===== config.mk =====
export PLATFORM = sky130hd
export DESIGN_NAME = pci_rd_bridge
export DESIGN_NICKNAME = d
export VERILOG_FILES = /design/src/rtl/pci_rd_pkg.sv /design/src/rtl/rd_cpu_port.sv /design/src/rtl/rd_devsel_watch.sv /design/src/rtl/rd_pci_master.sv /design/src/rtl/pci_rd_bridge.sv
export SDC_FILE = /design/constraint.sdc
export NUM_CORES = 1
export LEC_CHECK = 0
export ABC_CLOCK_PERIOD_IN_PS = 1500
export BUFFER_PORTS_ARGS = -buffer_cell sky130_fd_sc_hd__clkbuf_2
export CAP_MARGIN = 5
export CORE_ASPECT_RATIO = 1.25
export CORE_MARGIN = 3
export CORE_UTILIZATION = 41
export CTS_CLUSTER_SIZE = 16
export DETAILED_ROUTE_END_ITERATION = 10
export PLACE_DENSITY = 0.86
export SLEW_MARGIN = 20
export SYNTH_ARGS = -nofsm -noshare
export SYNTH_HDL_FRONTEND = slang
export SYNTH_SLANG_ARGS = --single-unit
export TNS_END_PERCENT = 100

===== constraint.sdc =====
create_clock -name clk -period 1.5 [get_ports clk]
set_input_delay 0.075 -clock clk [delete_from_list [all_inputs] [get_ports clk]]
set_output_delay 0.075 -clock clk [all_outputs]
set_load 0.03 [all_outputs]

===== src/rtl/pci_rd_pkg.sv =====
package pci_rd_pkg;

    localparam int ADDR_W      = 32;
    localparam int BE_W        = ADDR_W / 8;
    localparam int DEVSEL_TMO  = 5;
    localparam logic [BE_W-1:0] CMD_MEM_READ = 4'b0110;
    localparam logic [ADDR_W-1:0] ABORT_DATA = '1;

    typedef enum logic [2:0] {
        ST_IDLE,
        ST_SYNC,
        ST_ARB,
        ST_ADDR,
        ST_DATA
    } mst_e;

    typedef struct packed {
        logic [ADDR_W-1:0] addr;
        logic [BE_W-1:0]   be;
        logic              last;
    } rd_req_t;

    typedef struct packed {
        logic              valid;
        logic [ADDR_W-1:0] data;
    } rd_fin_t;

    function automatic logic [BE_W-1:0] be_to_bus(input logic [BE_W-1:0] be);
        return ~be;
    endfunction

    function automatic logic bus_free(input logic f, input logic i);
        return !f && !i;
    endfunction

endpackage


===== src/rtl/rd_cpu_port.sv =====
module rd_cpu_port
    import pci_rd_pkg::*;
(
    input  logic              clk,
    input  logic              rst,
    input  logic              ads_i,
    input  logic              hit_i,
    input  logic [ADDR_W-1:0] addr_i,
    input  logic [BE_W-1:0]   be_i,
    input  logic              last_i,
    input  rd_fin_t           fin_i,
    output logic              start_o,
    output rd_req_t           req_o,
    output logic              rdy_o,
    output logic [ADDR_W-1:0] data_o
);

    logic    pend_q;
    rd_req_t req_q;
    logic    take;

    assign take    = ads_i && hit_i && !pend_q;
    assign start_o = take;
    assign req_o   = req_q;

    always_ff @(posedge clk) begin
        if (rst) begin
            pend_q <= 1'b0;
            req_q  <= '0;
            rdy_o  <= 1'b0;
            data_o <= '0;
        end else begin
            rdy_o <= fin_i.valid;
            if (fin_i.valid) begin
                data_o <= fin_i.data;
            end
            if (take) begin
                pend_q     <= 1'b1;
                req_q.addr <= addr_i;
                req_q.be   <= be_i;
                req_q.last <= last_i;
            end else if (fin_i.valid) begin
                pend_q <= 1'b0;
            end
        end
    end

    // a burst request is still answered with one single ready
    a_r2_burst_one_ready: assert property (@(posedge clk) disable iff (rst)
        (rdy_o && !req_q.last) |=> !rdy_o);

    // the ready is never longer than one clock
    a_r2_rdy_single: assert property (@(posedge clk) disable iff (rst)
        rdy_o |=> !rdy_o);

    // the captured request is held while the read is outstanding
    a_r1_req_held: assert property (@(posedge clk) disable iff (rst)
        (pend_q && !fin_i.valid) |=> $stable(req_q));

endmodule


===== src/rtl/rd_devsel_watch.sv =====
module rd_devsel_watch #(
    parameter int TMO = 5
) (
    input  logic clk,
    input  logic rst,
    input  logic active_i,
    input  logic devsel_i,
    output logic expire_o
);

    localparam int CW = $clog2(TMO + 1);

    logic [CW-1:0] cnt_q;
    logic          seen_q;

    assign expire_o = active_i && !seen_q && !devsel_i &&
                      (cnt_q == CW'(TMO - 1));

    always_ff @(posedge clk) begin
        if (rst || !active_i) begin
            cnt_q  <= '0;
            seen_q <= 1'b0;
        end else if (devsel_i) begin
            seen_q <= 1'b1;
        end else if (!seen_q && !expire_o) begin
            cnt_q <= cnt_q + 1'b1;
        end
    end

    // the silent-clock count never passes the timeout
    a_r9_cnt_bound: assert property (@(posedge clk) disable iff (rst)
        cnt_q < CW'(TMO));

    // once claimed, no timeout may fire in the same data phase
    a_r9_no_expire_after_claim: assert property (@(posedge clk) disable iff (rst)
        (active_i && devsel_i) |=> !(active_i && expire_o));

endmodule


===== src/rtl/rd_pci_master.sv =====
module rd_pci_master
    import pci_rd_pkg::*;
(
    input  logic              clk,
    input  logic              rst,
    input  logic              start_i,
    input  rd_req_t           req_i,
    input  logic              wb_pend_i,
    input  logic              gnt_i,
    input  logic              bus_frame_i,
    input  logic              bus_irdy_i,
    input  logic              trdy_i,
    input  logic              devsel_i,
    input  logic              stop_i,
    input  logic [ADDR_W-1:0] ad_i,
    input  logic              expire_i,
    output logic              data_act_o,
    output rd_fin_t           fin_o,
    output logic              req_o,
    output logic              frame_o,
    output logic              irdy_o,
    output logic [ADDR_W-1:0] ad_o,
    output logic              ad_oe_o,
    output logic [BE_W-1:0]   cbe_o,
    output logic              cbe_oe_o
);

    mst_e state_q, state_d;
    logic got_data, got_retry;

    assign got_data  = (state_q == ST_DATA) && trdy_i && devsel_i;
    assign got_retry = (state_q == ST_DATA) && stop_i && !trdy_i;

    always_comb begin
        state_d = state_q;
        fin_o   = '0;
        unique case (state_q)
            ST_IDLE: if (start_i) state_d = ST_SYNC;
            ST_SYNC: if (!wb_pend_i) state_d = ST_ARB;
            ST_ARB:  if (gnt_i && bus_free(bus_frame_i, bus_irdy_i)) state_d = ST_ADDR;
            ST_ADDR: state_d = ST_DATA;
            ST_DATA: begin
                if (got_data) begin
                    state_d    = ST_IDLE;
                    fin_o.valid = 1'b1;
                    fin_o.data  = ad_i;
                end else if (got_retry) begin
                    state_d = ST_ARB;
                end else if (expire_i) begin
                    state_d    = ST_IDLE;
                    fin_o.valid = 1'b1;
                    fin_o.data  = ABORT_DATA;
                end
            end
            default: state_d = ST_IDLE;
        endcase
    end

    always_ff @(posedge clk) begin
        if (rst) state_q <= ST_IDLE;
        else     state_q <= state_d;
    end

    assign data_act_o = (state_q == ST_DATA);
    assign req_o      = (state_q == ST_ARB);
    assign frame_o    = (state_q == ST_ADDR);
    assign irdy_o     = (state_q == ST_DATA);
    assign ad_oe_o    = (state_q == ST_ADDR);
    assign ad_o       = req_i.addr;
    assign cbe_oe_o   = (state_q == ST_ADDR) || (state_q == ST_DATA);
    assign cbe_o      = (state_q == ST_ADDR) ? CMD_MEM_READ : be_to_bus(req_i.be);

    // FRAME starts only after a sampled grant on an idle bus
    a_r5_frame_after_grant: assert property (@(posedge clk) disable iff (rst)
        $rose(frame_o) |-> $past(gnt_i && !bus_frame_i && !bus_irdy_i));

    // single data phase, FRAME hands over to IRDY
    a_r6_frame_to_irdy: assert property (@(posedge clk) disable iff (rst)
        frame_o |=> (irdy_o && !frame_o));

    // AD released during the data phase (turnaround)
    a_r6_ad_turnaround: assert property (@(posedge clk) disable iff (rst)
        irdy_o |-> !ad_oe_o);

    // command code on C/BE during the address phase
    a_r6_cmd_code: assert property (@(posedge clk) disable iff (rst)
        frame_o |-> (cbe_oe_o && cbe_o == CMD_MEM_READ));

    // no request is raised while a posted write was pending
    a_r3_wait_write: assert property (@(posedge clk) disable iff (rst)
        $rose(req_o) |-> $past(!wb_pend_i || state_q == ST_DATA));

    // a retry releases IRDY and asks for the bus again
    a_r8_retry_rearb: assert property (@(posedge clk) disable iff (rst)
        (irdy_o && stop_i && !trdy_i) |=> (req_o && !irdy_o));

endmodule


===== src/rtl/pci_rd_bridge.sv =====
module pci_rd_bridge
    import pci_rd_pkg::*;
#(
    parameter int DEVSEL_CLKS = DEVSEL_TMO
) (
    input  logic              clk,
    input  logic              rst,
    input  logic              cpu_ads_i,
    input  logic              cpu_hit_i,
    input  logic [ADDR_W-1:0] cpu_addr_i,
    input  logic [BE_W-1:0]   cpu_be_i,
    input  logic              cpu_last_i,
    output logic [ADDR_W-1:0] cpu_data_o,
    output logic              cpu_rdy_o,
    output logic              cpu_brdy_o,
    input  logic              wb_pend_i,
    output logic              pci_req_o,
    input  logic              pci_gnt_i,
    output logic              pci_frame_o,
    output logic              pci_irdy_o,
    input  logic              bus_frame_i,
    input  logic              bus_irdy_i,
    input  logic              pci_trdy_i,
    input  logic              pci_devsel_i,
    input  logic              pci_stop_i,
    output logic [ADDR_W-1:0] pci_ad_o,
    output logic              pci_ad_oe_o,
    input  logic [ADDR_W-1:0] pci_ad_i,
    output logic [BE_W-1:0]   pci_cbe_o,
    output logic              pci_cbe_oe_o
);

    logic    start;
    rd_req_t req;
    rd_fin_t fin;
    logic    data_act;
    logic    expire;

    assign cpu_brdy_o = 1'b0;

    rd_cpu_port u_cpu (
        .clk     (clk),
        .rst     (rst),
        .ads_i   (cpu_ads_i),
        .hit_i   (cpu_hit_i),
        .addr_i  (cpu_addr_i),
        .be_i    (cpu_be_i),
        .last_i  (cpu_last_i),
        .fin_i   (fin),
        .start_o (start),
        .req_o   (req),
        .rdy_o   (cpu_rdy_o),
        .data_o  (cpu_data_o)
    );

    rd_devsel_watch #(.TMO(DEVSEL_CLKS)) u_watch (
        .clk      (clk),
        .rst      (rst),
        .active_i (data_act),
        .devsel_i (pci_devsel_i),
        .expire_o (expire)
    );

    rd_pci_master u_mst (
        .clk         (clk),
        .rst         (rst),
        .start_i     (start),
        .req_i       (req),
        .wb_pend_i   (wb_pend_i),
        .gnt_i       (pci_gnt_i),
        .bus_frame_i (bus_frame_i),
        .bus_irdy_i  (bus_irdy_i),
        .trdy_i      (pci_trdy_i),
        .devsel_i    (pci_devsel_i),
        .stop_i      (pci_stop_i),
        .ad_i        (pci_ad_i),
        .expire_i    (expire),
        .data_act_o  (data_act),
        .fin_o       (fin),
        .req_o       (pci_req_o),
        .frame_o     (pci_frame_o),
        .irdy_o      (pci_irdy_o),
        .ad_o        (pci_ad_o),
        .ad_oe_o     (pci_ad_oe_o),
        .cbe_o       (pci_cbe_o),
        .cbe_oe_o    (pci_cbe_oe_o)
    );

    // all controls quiet in the clock after reset
    a_r10_reset_quiet: assert property (@(posedge clk)
        $past(rst) |-> !(pci_req_o || pci_frame_o || pci_irdy_o ||
                         pci_ad_oe_o || pci_cbe_oe_o || cpu_rdy_o));

endmodule


# Yosys cells after proc, flatten, opt, wreduce, memory -nomap -nowiden
# Index checks and enable logic that the tools add are counted.
# totals
ff_bits	77
inputBits	80
out_inout_bits	75
wordCells	60
# op_classes
n_addsub	1
n_eq_ne	9
mux	14
n_bitwise	2
n_reduce_logical	26
# op_table
cell	count
two-way mux 33 bit	4
two-way mux 3 bit	6
case mux 3 bit (5 select lines)	1
logical AND 1 bit	12
logical NOT 1 bit	8
== test 3 x 2 -> 1 bit (second input constant)	2
== test 3 bit (second input constant)	2
two-way mux 4 bit	1
inequality test 2 bit (second input constant)	2
inequality test 4 x 2 -> 1 bit (second input constant)	1
NOT 4 bit	1
AND reduction 4 bit	1
adder 3 x 1 -> 3 bit (second input constant)	1
== test 3 x 1 -> 1 bit (second input constant)	1
logical NOT 3 bit	1
logical OR 1 bit	2
two-way mux 1 bit	2
inequality test 2 x 1 -> 1 bit (second input constant)	1
AND reduction 2 bit	1
nonzero test 2 bit	1
NOT 1 bit	1

# Longest topological paths before layout
# Gate-level depths: netlist of run 1.
# logic_depth
depth_word	10
ltp_mapped	6

# Cells and area by module
# A second synthesis of run 1 with hierarchy kept.
# hier_totals
cells_unflattened	444
hier_area_um2	4125.2
# by_module_without_submodules
module	n_inst	cells_per_inst	area_each_um2	seq_area_each_um2
rd_cpu_port	1	271	2850.2	1421.4
rd_pci_master	1	151	1064.8	60.1
rd_devsel_watch	1	20	198.9	80.1
pci_rd_bridge	1	2	11.3	0.0

# Worst setup path before layout of run 1
# Ideal clock, no wire load.
# synth_timing
path_type	register to register
startpoint	reg u_watch.cnt_q[0]
endpoint	reg u_cpu.data_o[10]
arrival_ps	1456
t_required_ps	1381
setup_slack_ps	-74
path_stages_with_launch	7
n_path_buf	1
period_less_slack_ps	1574
cell_sequence	dfxtp_1 > inv_1 > ha_1 > and3b_1 > o221a_4 > buf_8 > o221a_2
# synth_between
elab_chain_len	6
# synth_lines
item	line	text
start, declared	rd_devsel_watch.sv:13	logic [CW-1:0] cnt_q;
start signal, assigned	rd_devsel_watch.sv:26	cnt_q <= cnt_q + 1'b1;
== test 3 bit	rd_devsel_watch.sv:17	(cnt_q == CW'(TMO - 1));
logical AND 1 bit	rd_devsel_watch.sv:16	assign expire_o = active_i && !seen_q && !devsel_i &&
two-way mux 33 bit	rd_pci_master.sv:49	end else if (expire_i) begin
two-way mux 33 bit	rd_pci_master.sv:47	end else if (got_retry) begin
two-way mux 33 bit	rd_pci_master.sv:43	if (got_data) begin
two-way mux 33 bit	rd_pci_master.sv:37	unique case (state_q)
end signal, assigned	rd_cpu_port.sv:35	data_o <= fin_i.data;
end, declared	rd_cpu_port.sv:15	output logic [ADDR_W-1:0] data_o
# No other way between the ends.
# A chain may end at the register's enable or synchronous reset.

# Worst setup path after layout of run 1
# layout_timing
startpoint	reg u_watch.cnt_q[1]
endpoint	reg u_cpu.data_o[14]
# The elaborated chain is that of the path after synthesis.

==> impl_metrics.tcl, run 1 <==
set metrics [dict create \
    core_area_mm2 0.007104 \
    synth_cells 321 \
    status "complete, but fails checks" \
    pin_count 155 \
    period_share 1.017 \
    cts_tree "done" \
    ys_seq_area_frac 0.5010 \
    pwr-share-seq 0.507 \
    layout-drive-gt1-share 0.4481 \
    initial_utilization 0.4331 \
    crit_required_ps 1760 \
    synth_top_area_cell "dfxtp_1" \
    rows 34 \
    hp-start "pci_ad_i[19]" \
    grt_pass1_vias 3135 \
    gp_congestion 0.7584 \
    drcViolationCount 0 \
    slew_viol_final 0 \
    skew_ps 16.61 \
    worstPathArrival_ps 1780 \
    drtPass1Iterations 6 \
    yosys_warnings 0 \
    clock_path_buffers 2 \
    htree_levels 3 \
    synth_cell_types 37 \
    ir_worst_vdd_v 0.0005781 \
    power_switching_mw 1.192 \
    pwr-share-clk 0.343 \
    final.setup.worst_slack_ps -25.60 \
    clock_sinks 77 \
    maxCapViolCount 0 \
    hold_viol 0 \
    syn-num-nets 403 \
    wl_per_cell_um 16.17 \
    netSwitchingFraction 0.2831 \
    path_max_fanout 16 \
    cp-startpoint "u_watch.cnt_q[1]" \
    grt_overflow_total 0 \
    grt_max_degree 41 \
    fmax_mhz 655.5 \
    critPathSlowestCell "o221a_4" \
    synth-async-reset-ratio 0 \
    power_density_mw_per_mm2 888.6 \
    vias 3110 \
    routed_wl_mm 9.865 \
    place_hpwl_mm 5.473 \
    synthFlopType "dfxtp_1" \
    cts_made_buffers 9 \
    setup_tns_ps -263.7 \
    ys_seq_elements 77 \
    antenna_found_initial 0 \
    synth_edf_count 0 \
    p_leak_nw 2.185 \
    io_buffers 152 \
    setup_violations 19 \
    ant_nets 0 \
    die_width_um 83.48 \
    grt_setup_unrepaired "true" \
    via_per_inst 5.098 \
    nets 597 \
    finalPower_mw 4.210 \
    utilization 0.6670 \
    criticalPathCategory "flop to flop" \
    violations "setup timing" \
    clk_latency_ps 360 \
    hp-class "input port to flop" \
    critPathLaunchType "flop" \
    crit_path_end_kind "flop" \
    die-height_um 102.9 \
    cts_root_buffer "clkbuf_8" \
    track_usage 0.2168 \
    synth.area.top_cells "dfxtp_1 50%, o221a_2 10%, nand2_1 9.4%, buf_4 8.3%, a21oi_1 6.2%" \
    die_area_mm2 0.008586 \
    combPwrFrac 0.150 \
    antenna_cells 0 \
    drtIter0Drc 121 \
    r2r-start "u_watch.cnt_q[1]" \
    clk_pin_slew_ps 90 \
    period_needed_ps 1526 \
    yosys.area.top_type_share 0.5010 \
    power.internal_mw 3.019 \
    avgSynthCellArea_um2 9.585 \
    crit_path_max_incr_delay_ps 360 \
    syn-cell-area_mm2 0.003077 \
    area_growth_pct 54.01 \
    grt_pass1_wl_mm 14.66 \
    path_cells "inv_2 -> ha_4 -> and3b_2 -> o221a_4 -> o221a_2" \
]
==> Yosys cell counts, types with 2 or more instances <==
library cell / count
ha_1: 2
o22ai_1: 2
dfxtp_1: 77
nor3_1: 2
buf_6: 3
buf_8: 3
a21oi_1: 38
o221a_1: 4
inv_1: 4
buf_4: 34
a211oi_1: 2
nand2_1: 77
nand3b_1: 2
and3b_1: 2
buf_1: 3
nor2_1: 8
o221a_2: 28
clkbuf_1: 11
==> through the flow <==
step	instances	hold WS (ps)	area, um^2	setup WS (ps)
2_1_floorplan	321	207.9	3095	-28.51
3_3_place_gp	521	297.1	3700	-9.996
3_5_place_dp	521	304.2	3700	-70.33
4_1_cts	608	6.500	4618	-27.74
5_1_grt	610	17.73	4738	-87.66
6_report	610	35.50	4738	-25.60
==> worst paths after layout <==
check | to | slack [ps] | cells past startpoint
hold reg to reg | u_mst.state_q[0] | 460 | 1
setup / recovery | u_cpu.data_o[14] | -30 | 5
setup reg to reg | u_cpu.data_o[14] | -30 | 5
hold / removal | u_cpu.data_o[19] | 40 | 2
==> cells in the final DEF, fill, tap and decap left out, types with 2 or more instances in the layout <==
| cell | Yosys | layout |
|---|---|---|
| inv_6 | 0 | 2 |
| a21oi_1 | 38 | 38 |
| buf_12 | 0 | 2 |
| dfxtp_1 | 77 | 72 |
| dlygate4sd3_1 | 0 | 67 |
| nand2_1 | 77 | 77 |
| nor2_2 | 0 | 2 |
| o221a_4 | 1 | 11 |
| inv_2 | 0 | 3 |
| clkinvlp_4 | 0 | 2 |
| clkbuf_2 | 0 | 148 |
| buf_4 | 34 | 15 |
| nor3_1 | 2 | 2 |
| nor2_1 | 8 | 6 |
| nand3b_1 | 2 | 2 |
| dfxtp_4 | 0 | 2 |
| clkbuf_8 | 0 | 11 |
| o221a_2 | 28 | 20 |
| o221a_1 | 4 | 4 |
| clkbuf_4 | 0 | 2 |
| dfxtp_2 | 0 | 3 |
| o22ai_1 | 2 | 2 |
==> metal layers <==
metal  vias up  GRT usage  part of all wire
li1       1479          -                 -
met1      1460     0.2138              0.36
met2       137     0.4099              0.54
met3        34    0.05356             0.058
met4         0     0.1374             0.041
met5         -          0                 0
==> flip-flops by register name, indices dropped and copies added, names as in the netlist <==
register / cells
u_cpu.req_o: 36
u_cpu.data_o: 32
u_mst.state_q: 3
u_watch.cnt_q: 3
u_cpu.pend_q: 1
u_cpu.rdy_o: 1
u_watch.seen_q: 1
==> kinds of logic (layout without fill, tap and decap cells) <==
group	after synthesis	count (layout)	synth area share
DFF	77	77	0.5010
and+or+nand+nor	100	100	0.1444
xor gates and xnor gates	1	1	0.002847
adders and majority gates	2	2	0.008132
other	1	1	0.001219
buffers and inverters	60	257	0.1334
AOI/OAI and AO/OA	78	80	0.2021
muxes	2	2	0.006913
==> worst max-delay path, delay by kind of cell (launching register included) <==
| family | cells | cell delay [ps] |
|---|---|---|
| AOI/OAI and AO/OA | 2 | 650 |
| DFF | 1 | 340 |
| and+or+nand+nor | 1 | 240 |
| adders and majority gates | 1 | 150 |
| buffers and inverters | 1 | 40 |
==> power by group through the flow <==
| stage | Combinational (mW) | Sequential, mW | Clock, mW |
|---|---|---|---|
| floorplan | 0.311 | 2.18 | 0 |
| global placement | 0.451 | 2.18 | 0 |
| detailed placement | 0.461 | 2.18 | 0 |
| CTS | 0.608 | 2.14 | 1.48 |
| global route | 0.676 | 2.14 | 1.57 |
| finish | 0.631 | 2.14 | 1.44 |
==> what timing repair did <==
item,4_1_cts,5_1_grt
resized for setup,9,17
setup endpoints to repair,36,40
pin swaps,2,1
hold endpoints to repair,67,0
setup buffers,4,1
gates cloned,1,1
hold buffers,67,0
==> area by class of cell <==
class,instances,area (um^2)
Fill cell,534,2366
Timing Repair Buffer,236,1607
Sequential cell,77,1553
Multi-Input combinational cell,186,1266
Clock buffer,9,123.9
Tap cell,90,112.6
Clock inverter,7,57.56
Inverter,5,18.77
Note: power is estimated with default switching activity, not from simulation.
==> run 2, diff against run 1 <==
--- a/config.mk
+++ b/config.mk
@@ -13,7 +13,7 @@
 export CORE_UTILIZATION = 41
 export CTS_CLUSTER_SIZE = 16
 export DETAILED_ROUTE_END_ITERATION = 10
-export PLACE_DENSITY = 0.86
+export PLACE_DENSITY_LB_ADDON = 0.05
 export SLEW_MARGIN = 20
 export SYNTH_ARGS = -nofsm -noshare
 export SYNTH_HDL_FRONTEND = slang
==> impl_metrics.tcl, run 2 (same netlist as run 1, synthesis figures left out) <==
set metrics [dict create \
    status "complete, but fails checks" \
    violations "setup timing" \
    regArea_mm2 0.001548 \
    setup_violations 14 \
    power.internal_mw 3.347 \
    pin_count 155 \
    area_growth_pct 54.29 \
    skew_ps 7.450 \
    power_switching_mw 1.137 \
    htree_levels 3 \
    setup_tns_ps -231.6 \
    grt_max_degree 41 \
    netSwitchingFraction 0.2536 \
    pwr-share-seq 0.475 \
    vias 3018 \
    slew_viol_final 0 \
    grt_setup_unrepaired "true" \
    core_area_mm2 0.007104 \
    hold_viol 0 \
    die-height_um 102.9 \
    power_density_mw_per_mm2 944.6 \
    clock_sinks 77 \
    grt_pass1_wl_mm 14.09 \
    antenna_found_initial 0 \
    drcViolationCount 0 \
    largest_register_ffs 36 \
    maxCapViolCount 0 \
    criticalPathCategory "flop to flop" \
    cts_root_buffer "clkbuf_8" \
    whs_path_depth 2 \
    slew-limit-headroom 0.5942 \
    r2r_cells 5 \
    cts_tree "done" \
    wl_per_cell_um 14.54 \
    drtIter0Drc 100 \
    pre_cts_ws_ps -62.72 \
    clk_latency_ps 350 \
    final_area_mm2 0.004747 \
    final_cells 613 \
    worstPathArrival_ps 1780 \
    gp_congestion 0.7327 \
    die_area_mm2 0.008586 \
    clock_path_buffers 2 \
    grt_pass1_vias 3015 \
    grt_overflow_total 0 \
    ant_nets 0 \
    layout_commonest_cell "clkbuf_2" \
    worst_pin_slew_ps 606.4 \
    place_hpwl_mm 5.316 \
    io_buffers 152 \
    path_max_fanout 8 \
    cts_made_buffers 9 \
    placed_cells 522 \
    dpl-instance-area_mm2 0.003720 \
    hp-class "input port to flop" \
    antenna_cells 0 \
    pwr-share-clk 0.385 \
    final_cell_mix "147 x clkbuf_2, 77 x nand2_1, 72 x dfxtp_1" \
    layout-drive-gt1-share 0.4417 \
    drtPass1Iterations 4 \
    final.setup.worst_slack_ps -37.45 \
    ir_worst_vdd_v 0.0006045 \
    initial_utilization 0.4331 \
    routed_wl_mm 8.911 \
    track_usage 0.2042 \
    combPwrFrac 0.140 \
    period_share 1.025 \
    p_leak_nw 2.175 \
    nets 600 \
    clk_pin_slew_ps 80 \
    fillers 604 \
    die_width_um 83.48 \
    holdWs_ps 16.31 \
    via_per_inst 4.923 \
    critPathLaunchType "flop" \
    multi_input_area_mm2 0.001229 \
    crit_required_ps 1740 \
    rows 34 \
    fmax_mhz 650.4 \
    period_needed_ps 1537 \
    crit_path_end_kind "flop" \
]
## run 2: cell types whose count changed in the layout (fill, tap and decap cells not counted), sizes merged
| cell | delta |
|---|---|
| buf | +6 |
| bufinv | +2 |
| clkbuf | -2 |
| clkinv | -2 |
| inv | -2 |
| o221a | +1 |
## run 2: per-stage QoR
stage / power (mW) / utilization
after floorplan: 2.491 / -
after global placement: 2.643 / 0.5236
after detailed placement: 2.649 / 0.5236
after CTS: 4.524 / 0.6560
after global routing: 4.649 / 0.6682
final: 4.484 / 0.6682
## run 2: final cells by class
| type | instances | share of cell area |
|---|---|---|
| Clock inverter | 5 | 0.01766 |
| Timing Repair Buffer | 238 | 0.3421 |
| Clock buffer | 11 | 0.02768 |
| Sequential cell | 77 | 0.3260 |
| Multi-Input combinational cell | 187 | 0.2588 |
| Tap cell | 90 | 0.02372 |
| Inverter | 5 | 0.003954 |
## run 2: timing repair
action | in CTS | in global routing
buffers inserted | 3 | 2
gates resized for setup | 2 | 20
endpoints found under the hold margin | 67 | 0
hold buffers | 67 | 0
cloned | 2 | 1
setup endpoints to repair | 37 | 33
pin swaps | 2 | 3
## run 2: power by group through the flow
stage | registers [mW] | logic (mW) | clock network (mW)
2_1_floorplan | 2.18 | 0.311 | 0
6_report | 2.13 | 0.628 | 1.73
3_3_place_gp | 2.18 | 0.467 | 0
3_5_place_dp | 2.18 | 0.471 | 0
5_1_grt | 2.14 | 0.683 | 1.83
4_1_cts | 2.13 | 0.618 | 1.78
## run 2: per-layer routing
layer  global-route usage  up-vias  share of wire
met5                    0        -              0
met1               0.2271     1395           0.40
li1                     -     1490              -
met2               0.3599      116           0.51
met4               0.1027        0          0.023
met3              0.05995       17          0.067
## run 2: final timing paths
| check | slack, ps | endpoint | startpoint |
|---|---|---|---|
| max reg2reg | -40 | u_cpu.data_o[9] | u_watch.cnt_q[1] |
| min | 20 | u_cpu.data_o[25] | pci_ad_i[25] |
| min reg2reg | 460 | u_cpu.req_o[6] | u_cpu.req_o[6] |
| max | -40 | u_cpu.data_o[9] | u_watch.cnt_q[1] |
## run 2: critical path, stage by stage (launching register included)
cell and delay [ps]:
dfxtp_2 340, inv_2 40, ha_4 150, and3b_2 260, o221a_4 360, o221a_4 290
==> run 3, diff against run 2 <==
==> constraint.sdc (replaced) <==
create_clock -name clk -period 1.5 [get_ports clk]
set_input_delay 0.3 -clock clk [delete_from_list [all_inputs] [get_ports clk]]
set_output_delay 0.3 -clock clk [all_outputs]
set_load 0.03 [all_outputs]
==> impl_metrics.tcl, run 3 (same netlist as run 1, synthesis figures left out) <==
set metrics [dict create \
    status "complete, but fails checks" \
    violations "setup timing" \
    clock_path_buffers 2 \
    antenna_cells 0 \
    initial_utilization 0.4331 \
    cts.hold.buffers_added 0 \
    cts_tree "done" \
    layout_commonest_cell "clkbuf_2" \
    reg2reg_slack_ps -20 \
    grt_pass1_vias 2507 \
    dpl-instance-area_mm2 0.003732 \
    grt_overflow_total 0 \
    worstHoldEndpoint "u_cpu.req_o[3]" \
    crit_top_cell "buf_6" \
    drtPass1Iterations 4 \
    grt_setup_unrepaired "true" \
    io_buffers 152 \
    ant_nets 0 \
    r2r-start "u_mst.state_q[2]" \
    fmax_mhz 616.2 \
    routed_wl_mm 7.918 \
    gp_congestion 0.7500 \
    antenna_found_initial 0 \
    p_leak_nw 1.931 \
    pin_count 155 \
    track_usage 0.1783 \
    die-height_um 102.9 \
    area_growth_pct 36.11 \
    drcViolationCount 0 \
    cts_root_buffer "clkbuf_8" \
    criticalPathCategory "flop to output pin" \
    largest_register_ffs 36 \
    clock_sinks 77 \
    nets 539 \
    crit_path_end_kind "output pin" \
    pre_cts_ws_ps -78.39 \
    power_density_mw_per_mm2 977.4 \
    die_width_um 83.48 \
    critPathSlowestCell "dfxtp_2" \
    worstPathArrival_ps 1320 \
    path_cells "buf_6 -> nand3b_1 -> buf_6 -> nand2b_4 -> buf_8" \
    ir_worst_vdd_v 0.0005977 \
    grt_max_degree 33 \
    crit_path_max_incr_delay_ps 370 \
    via_per_inst 4.895 \
    final_area_mm2 0.004188 \
    r2r-end "u_cpu.data_o[8]" \
    period_share 1.082 \
    skew_ps 8.230 \
    clk_pin_slew_ps 80 \
    hp-start "cpu_be_i[2]" \
    final.setup.worst_slack_ps -122.7 \
    drtIter0Drc 102 \
    whs_path_depth 3 \
    utilization 0.5895 \
    clk_latency_ps 340 \
    place_hpwl_mm 5.324 \
    die_area_mm2 0.008586 \
    vias 2702 \
    maxCapViolCount 0 \
    cts_made_buffers 9 \
    final_cell_mix "143 x clkbuf_2, 75 x nand2_1, 72 x dfxtp_1" \
    core_area_mm2 0.007104 \
    htree_levels 3 \
    path_max_fanout 4 \
    critPathLaunchType "flop" \
    slew_viol_final 0 \
    wl_per_cell_um 14.34 \
    rows 34 \
    crit_required_ps 1200 \
    layout-drive-gt1-share 0.5325 \
    setup_violations 25 \
    r2r_cells 6 \
    period_needed_ps 1623 \
    hold_viol 0 \
    hp-class "input port to flop" \
    grt_pass1_wl_mm 12.31 \
]
-- run 3: per-layer routing --
metal | GRT usage | vias up | part of all wire
met5 | 0 | - | 0
li1 | - | 1355 | -
met2 | 0.2870 | 96 | 0.48
met1 | 0.2243 | 1243 | 0.43
met3 | 0.06315 | 8 | 0.075
met4 | 0.06312 | 0 | 0.010
-- run 3: worst max-delay path by stage --
stage / from / to / cells past startpoint
2_1_floorplan: u_mst.state_q[1] / u_cpu.data_o[3] / 4
3_3_place_gp: u_watch.cnt_q[1] / u_cpu.data_o[8] / 5
3_5_place_dp: u_watch.cnt_q[1] / u_cpu.data_o[8] / 5
4_1_cts: u_mst.state_q[1] / pci_cbe_oe_o / 5
5_1_grt: u_mst.state_q[1] / pci_cbe_oe_o / 5
6_report: u_mst.state_q[1] / pci_cbe_oe_o / 5
-- run 3: worst max-delay path: cells and delay by family, from the launching register on --
kind,cells,cell delay [ps]
buf+inv,3,410
flops,1,370
simple gates,2,210
-- run 3: layout make-up --
class                           count  area [um^2]
Fill cell                         664         2917
Sequential cell                    77         1550
Multi-Input combinational cell    185         1224
Timing Repair Buffer              179         1095
Clock buffer                       11        151.4
Tap cell                           90        112.6
Clock inverter                      5        33.78
Inverter                            5        21.27
-- run 3: power by group --
part	internal [mW]	switching [mW]
logic	0.213	0.296
clock network	0.691	0.763
registers	2.10	0.0320
-- run 3: stage by stage --
| step | setup TNS, ps | hold slack (ps) | power [mW] | std cells |
|---|---|---|---|---|
| 2_1_floorplan | -763.2 | 417.3 | 2.491 | 321 |
| 3_5_place_dp | -1696 | 445.6 | 2.646 | 527 |
| 4_1_cts | -1029 | 148.7 | 4.138 | 546 |
| 6_report | -991.3 | 169.0 | 4.093 | 552 |
| 3_3_place_gp | -1415 | 441.6 | 2.643 | 527 |
| 5_1_grt | -3467 | 148.9 | 4.299 | 552 |
-- run 3: what timing repair did --
item                                   CTS  global route
gates cloned                             1             2
resized for setup                       28            19
pin swaps                                3             1
endpoints found under the hold margin    0             0
setup endpoints to repair               41            43
setup buffers                            2             4
